===== config.mk =====
export PLATFORM = sky130hd
export DESIGN_NAME = phy_reg_file
export DESIGN_NICKNAME = d
export VERILOG_FILES = /design/src/rtl/phy_mgmt_pkg.sv /design/src/rtl/phy_reg_file.sv
export SDC_FILE = /design/constraint.sdc
export NUM_CORES = 1
export LEC_CHECK = 0
export ABC_AREA = 1
export BUFFER_PORTS_ARGS = -buffer_cell sky130_fd_sc_hd__buf_2
export CAP_MARGIN = 20
export CELL_PAD_IN_SITES_DETAIL_PLACEMENT = 0
export CELL_PAD_IN_SITES_GLOBAL_PLACEMENT = 1
export CORE_AREA = 10 10 77 79
export CTS_CLUSTER_DIAMETER = 100
export DETAILED_ROUTE_END_ITERATION = 10
export DIE_AREA = 0 0 87 89
export PLACE_DENSITY_LB_ADDON = 0.1
export SETUP_SLACK_MARGIN = 0.1
export SLEW_MARGIN = 10
export SYNTH_ARGS = -nofsm -noshare
export SYNTH_HDL_FRONTEND = slang
export SYNTH_SLANG_ARGS = --single-unit

===== constraint.sdc =====
create_clock -name clk -period 1.3 [get_ports clk]
set_clock_uncertainty 0.15 [all_clocks]
set_input_delay 0.13 -clock clk [delete_from_list [all_inputs] [get_ports clk]]
set_output_delay 0.13 -clock clk [all_outputs]
set_load 0.03 [all_outputs]

===== src/rtl/phy_mgmt_pkg.sv =====
package phy_mgmt_pkg;

  localparam int unsigned WORD_W   = 16;
  localparam int unsigned ADDR_W   = 4;
  localparam int unsigned REGN_W   = 4;
  localparam int unsigned NUM_REGS = 1 << REGN_W;

  // command word field positions (software decodes these)
  localparam int unsigned ADDR_LSB = 12;
  localparam int unsigned REGN_LSB = 4;
  localparam int unsigned DIR_BIT  = 1;
  localparam int unsigned BUSY_BIT = 0;

  // register numbers
  localparam int unsigned RN_CTRL    = 0;
  localparam int unsigned RN_STAT    = 1;
  localparam int unsigned RN_ID_HI   = 2;
  localparam int unsigned RN_ID_LO   = 3;
  localparam int unsigned RN_ADV     = 4;
  localparam int unsigned RN_PARTNER = 5;

  typedef logic [WORD_W-1:0] word_t;
  typedef logic [REGN_W-1:0] regn_t;
  typedef logic [ADDR_W-1:0] phy_t;

  localparam word_t CTRL_DEFAULT = 16'h3100;
  localparam word_t ADV_DEFAULT  = 16'h0000;
  localparam word_t STAT_BASE    = 16'hFE28;
  localparam word_t ID_HI_VAL    = 16'h0044;
  localparam word_t ID_LO_VAL    = 16'h1400;
  localparam word_t PARTNER_VAL  = 16'h0DE0;

  localparam int unsigned CTRL_RST_BIT     = 15;
  localparam int unsigned CTRL_RESTART_BIT = 9;
  localparam int unsigned STAT_LINK_BIT    = 2;

  typedef struct packed {
    phy_t  phy;
    regn_t regn;
    logic  wr;
  } cmd_t;

  function automatic cmd_t split_cmd(input word_t w);
    cmd_t c;
    c.phy  = w[ADDR_LSB +: ADDR_W];
    c.regn = w[REGN_LSB +: REGN_W];
    c.wr   = w[DIR_BIT];
    return c;
  endfunction

  function automatic word_t clear_busy(input word_t w);
    word_t r;
    r = w;
    r[BUSY_BIT] = 1'b0;
    return r;
  endfunction

  function automatic word_t ctrl_store(input word_t d);
    word_t r;
    r = d;
    r[CTRL_RST_BIT]     = 1'b0;
    r[CTRL_RESTART_BIT] = 1'b0;
    return r;
  endfunction

  function automatic word_t stat_value(input logic link);
    word_t r;
    r = STAT_BASE;
    r[STAT_LINK_BIT] = link;
    return r;
  endfunction

  // contents of register slot idx
  function automatic word_t slot_word(input int unsigned idx, input word_t ctrl,
                                      input word_t adv, input logic link);
    case (idx)
      RN_CTRL:    return ctrl;
      RN_STAT:    return stat_value(link);
      RN_ID_HI:   return ID_HI_VAL;
      RN_ID_LO:   return ID_LO_VAL;
      RN_ADV:     return adv;
      RN_PARTNER: return PARTNER_VAL;
      default:    return '0;
    endcase
  endfunction

endpackage


===== src/rtl/phy_reg_file.sv =====
module phy_reg_file
  import phy_mgmt_pkg::*;
(
  input  logic  clk,
  input  logic  rst_n,
  input  logic  wr_go,
  input  regn_t regn,
  input  word_t wdata,
  input  logic  link,
  output word_t rd_value,
  output logic  ctrl_reset_ev
);
  word_t ctrl_q;
  word_t adv_q;
  word_t slot_val [NUM_REGS];
  logic  ctrl_sel;
  logic  adv_sel;

  assign ctrl_sel      = wr_go && (regn == regn_t'(RN_CTRL));
  assign adv_sel       = wr_go && (regn == regn_t'(RN_ADV));
  assign ctrl_reset_ev = ctrl_sel && wdata[CTRL_RST_BIT];

  always_ff @(posedge clk) begin
    if (!rst_n || ctrl_reset_ev) begin
      ctrl_q <= CTRL_DEFAULT;
      adv_q  <= ADV_DEFAULT;
    end else begin
      if (ctrl_sel) ctrl_q <= ctrl_store(wdata);
      if (adv_sel)  adv_q  <= wdata;
    end
  end

  for (genvar g = 0; g < NUM_REGS; g++) begin : g_slot
    assign slot_val[g] = (regn == regn_t'(g)) ?
                         slot_word(g, ctrl_q, adv_q, link) : '0;
  end

  always_comb begin
    rd_value = '0;
    for (int i = 0; i < NUM_REGS; i++) rd_value = rd_value | slot_val[i];
  end
endmodule


## Yosys cells after proc, flatten, opt, wreduce, memory -nomap -nowiden

Cells that the tools add are included.

| cells by class | value |
|---|---|
| equality and inequality tests | 5 |
| muxes and demuxes | 6 |
| bitwise operators | 5 |
| reductions and logical operators | 6 |

Operator list:

| kind | count |
|---|---|
| $mux W16 | 2 |
| $or A15 B16 Y16 | 1 |
| $or A16 B12 Y16 | 1 |
| $or A16 B13 Y16 | 1 |
| $or A16 B16 Y16 | 1 |
| $or A16 B7 Y16 | 1 |
| $mux W15 | 1 |
| $mux W13 | 1 |
| $mux W12 | 1 |
| $eq A4 B2 Y1 const B | 2 |
| $eq A4 B3 Y1 const B | 2 |
| $mux W7 | 1 |
| $eq A4 B1 Y1 const B | 1 |
| $logic_not A4 Y1 | 1 |
| $logic_and A1 B1 Y1 | 3 |
| $logic_not A1 Y1 | 1 |
| $logic_or A1 B1 Y1 | 1 |

| word-level totals | value |
|---|---|
| bits in registers | 30 |
| input bits | 24 |
| output and inout bits | 17 |
| logic and storage cells | 24 |

## Longest topological paths before layout

| logic depth | value |
|---|---|
| depth in word-level cells | 7 |
| gate-level depth with buffers | 7 |
| mapped depth without buffers | 5 |

## Worst setup path before layout

Ideal clock, no wire load.

| timing | value |
|---|---|
| path type | input to output |
| from | in regn[1] |
| to | out rd_value[12] |
| arrival time | 1.018 ns |
| required time | 1.020 ns |
| path slack | 0.002 ns |
| stages on the path | 4 |
| buffers on the path | 1 |
| cells stage by stage | nor2_4 buf_6 nand2_2 o211ai_1 |

| between the ends | value |
|---|---|
| longest elaborated chain between the ends | 7 |
| elaborated cells between the ends (all ways) | 13 |
| those cells by class | eq/ne: 3; mux: 4; bitwise: 5; reduce/logical: 1 |

RTL lines:

| item | line | RTL |
|---|---|---|
| start, declared | phy_reg_file.sv:7 | `input regn_t regn,` |
| $eq A4 B1 Y1 / $logic_not A4 Y1 (equally long branches) | phy_reg_file.sv:34 | `assign slot_val[g] = (regn == regn_t'(g)) ?` |
| $mux W16 / $mux W15 (equally long branches) | phy_reg_file.sv:34 |  |
| $or A15 B16 Y16 | phy_reg_file.sv:40 | `for (int i = 0; i < NUM_REGS; i++) rd_value = rd_value \| slot_val[i];` |
| $or A16 B7 Y16 | phy_reg_file.sv:40 |  |
| $or A16 B13 Y16 | phy_reg_file.sv:40 |  |
| $or A16 B16 Y16 (*) | phy_reg_file.sv:40 |  |
| $or A16 B12 Y16 (*) | phy_reg_file.sv:40 |  |
| end, declared | phy_reg_file.sv:10 | `output word_t rd_value,` |

Every way passes the cells marked *; elsewhere a longest branch is shown, timed or not.

## Worst setup path after layout

| timing | value |
|---|---|
| from | in regn[0] |
| to | out rd_value[8] |

| between the ends | value |
|---|---|
| longest elaborated chain between the ends | 7 |
| elaborated cells between the ends (all ways) | 11 |
| those cells by class | eq/ne: 2; mux: 3; bitwise: 5; reduce/logical: 1 |

RTL lines:

| item | line |
|---|---|
| $logic_not A4 Y1 | phy_reg_file.sv:34 |
| $mux W15 | phy_reg_file.sv:34 |
| $or A15 B16 Y16 | phy_reg_file.sv:40 |
| $or A16 B7 Y16 | phy_reg_file.sv:40 |
| $or A16 B13 Y16 | phy_reg_file.sv:40 |
| $or A16 B16 Y16 | phy_reg_file.sv:40 |
| $or A16 B12 Y16 (*) | phy_reg_file.sv:40 |

Marked as above.

==> run_results.csv <==
group,metric,value,unit
run_status,outcome,"finished, violations left",
run_status,violations,"setup timing",
global_routing,grt_usage,0.142,
synthesis,synth.distinct_cells,20,
synthesis,post_synth_main_area_contributors,"dfxtp_1 37%, nand2_1 12%, nand4_1 11%, nand3_1 7.0%, buf_6 6.2%",
power_and_ir_drop,power_frac_clock,0.360,
hold_path,hp-class,"in2reg",
place,place_area,1970,µm²
global_routing,antenna_found_initial,0,
global_routing,grt_pass1_wl,8760,µm
routing,vias,1805,
clocking,cts.sinks,30,
critical_path,arrival,1050,ps
clocking,clk_latency,280,ps
power_and_ir_drop,seqPwrFrac,0.437,
finish,nets,300,
routing,drt.antenna.violating_nets,0,
sta,hold_violations,0,
critical_path,critPathKind,"in2out",
synthesis,yosys_register_bits,30,
routing,first_iter_violations,88,
synthesis,ys.flop_type,"dfxtp_1",
power_and_ir_drop,combPwrFrac,0.203,
floorplanning,dieArea,7740,µm²
floorplanning,rows,25,
power_and_ir_drop,ir_worst_vdd,554,µV
place,place_congestion,0.869,
finish,antenna_cells,0,
synthesis,yosysTopAreaCell,"dfxtp_1",
clocking,clock_path_buffers,2,
clocking,htreeDepth,2,
finish,area_delta_synth_final,55.2,%
global_routing,grt_max_degree,29,
power_and_ir_drop,p_sw,0.000613,W
clocking,cts_tree,"built",
power_and_ir_drop,total_power,0.00214,W
routing,vias_per_cell,5.49,
floorplanning,core,4540,µm²
floorplanning,ios,41,
synthesis,ys_top_cells_by_count,"52 x nand2_1, 30 x dfxtp_1, 30 x nand4_1",
sta,max_slew.worst_pin.slew,292,ps
critical_path,cp-start-kind,"primary input",
place,portBuffers,40,
synthesis,synth_top_area_frac,0.368,
synthesis,synth_edf_count,0,
synthesis,synth_area_per_cell,8.04,µm²
place,hpwl,3520,µm
sta,fin_crit_sh,1.03,
floorplanning,die_x,87,µm
synthesis,synth_most_common_cell,"nand2_1",
clocking,cts.clk_slew.worst_paths,70,ps
synthesis,synthesis.instances,203,
clocking,clockRootBuffer,"clkbuf_8",
sta,setup_slack,-33.2,ps
sta,setup_viol,5,
synthesis,syn_area,1630,µm²
power_and_ir_drop,power_density,846,nW/µm²
synthesis,async_flop_share,0,
run,drv_cap,0,
routing,finalWirelength,5750,µm
critical_path,required,1020,ps
sta,max_freq,0.750,GHz
synthesis,synth_nets,227,
critical_path,cp_max_fo,4,
sta,slew_headroom,0.806,
finish,final_area,2530,µm²
synthesis,ys_warn_count,0,
synthesis,yosysSeqAreaShare,0.368,
floorplanning,start_util,0.360,
sta,maxSlewViolCount,0,
routing,firstDrtPassIters,4,
global_routing,first_global_vias,1841,
sta,rsz0062_at_grt,"yes",
power_and_ir_drop,power_leakage,1.03,nW
power_and_ir_drop,switching_share,0.286,
critical_path,cp-end-kind,"primary output",
routing,wl_per_cell,17.5,µm
power_and_ir_drop,p_int,0.00153,W
global_routing,grt_overflow,0,
sta,period_needed,1330,ps
floorplanning,die_h,89,µm
finish,drive_gt1_frac,0.480,
routing,drc,0,
clocking,cts_buffers,5,
## power groups by stage
stage | Combinational [W] | Clock, W | Sequential, W
2_1_floorplan | 0.000200 | 0 | 0.000955
5_1_grt | 0.000466 | 0.000827 | 0.000938
4_1_cts | 0.000378 | 0.000779 | 0.000936
6_report | 0.000436 | 0.000771 | 0.000937
3_5_place_dp | 0.000317 | 0 | 0.000957
3_3_place_gp | 0.000312 | 0 | 0.000956
## critical path: stages
cell      delay (ps)
buf_8            100
nor2_4           190
nand2_4          100
buf_6            120
o211ai_1         210
buf_4            200
## flip-flops by register name, summed over array words and instances (netlist names)
register  flops
adv_q        16
ctrl_q       14
## cell usage in the layout, fill, tap and decap left out, types with 6 or more instances in the layout
master | Yosys | routed
clkbuf_8 | 0 | 6
nand2_1 | 52 | 39
nand3_2 | 0 | 13
inv_1 | 8 | 6
nand3_1 | 23 | 9
buf_4 | 5 | 21
buf_6 | 9 | 15
dfxtp_1 | 30 | 27
nand2_2 | 1 | 12
dlygate4sd3_1 | 0 | 15
a21oi_1 | 17 | 11
buf_2 | 2 | 23
nand4_1 | 30 | 30
a21oi_2 | 10 | 16
## path summary, 6_finish.rpt
kind	from	end	slack [ps]	depth (start not counted)
max	regn[0]	rd_value[8]	-30	6
min	wdata[15]	adv_q[15]	7	3
max reg2reg	ctrl_q[8]	ctrl_q[8]	400	5
min reg2reg	adv_q[5]	adv_q[5]	320	2
## metrics by stage
stage | utilization | setup TNS [ps] | setup slack (ps) | std cells | hold WS, ps
floorplan | - | 0 | 7.15 | 203 | 123
CTS | 0.506 | -44.4 | -32.0 | 325 | 8.49
global route | 0.559 | -702 | -77.6 | 329 | 30.1
detailed placement | 0.434 | -4700 | -244 | 303 | 243
global placement | 0.434 | -3640 | -193 | 303 | 235
finish | 0.559 | -104 | -33.2 | 329 | 6.61
## cell type report
| type | instances | area [µm²] |
|---|---|---|
| Clock buffer | 6 | 82.6 |
| Fill cell | 404 | 2000 |
| Inverter | 9 | 48.8 |
| Multi-Input combinational cell | 147 | 983 |
| Sequential cell | 30 | 604 |
| Tap cell | 54 | 67.6 |
| Timing Repair Buffer | 83 | 747 |
## layer usage
layer,GRT usage,vias to the layer above,share of wire
met1,0.163,883,0.43
li1,-,858,-
met2,0.232,50,0.50
met4,0.0707,0,0.020
met3,0.0474,14,0.053
met5,0,-,0
## kinds of logic (layout without fill, tap and decap cells)
family | count (synthesis) | in the layout | synth area share
and+or+nand+nor | 114 | 114 | 0.379
AOI/OAI and AO/OA | 33 | 33 | 0.129
DFF | 30 | 30 | 0.368
buffers and inverters | 26 | 98 | 0.124
## what timing repair did
item	in CTS	in global routing
setup endpoints to repair	17	17
hold buffers	15	0
buffers inserted	1	1
pin swaps	4	21
hold endpoints to repair	24	0
resized for setup	25	59
gates cloned	0	3
No activity file was read; power rests on OpenSTA's default activity.
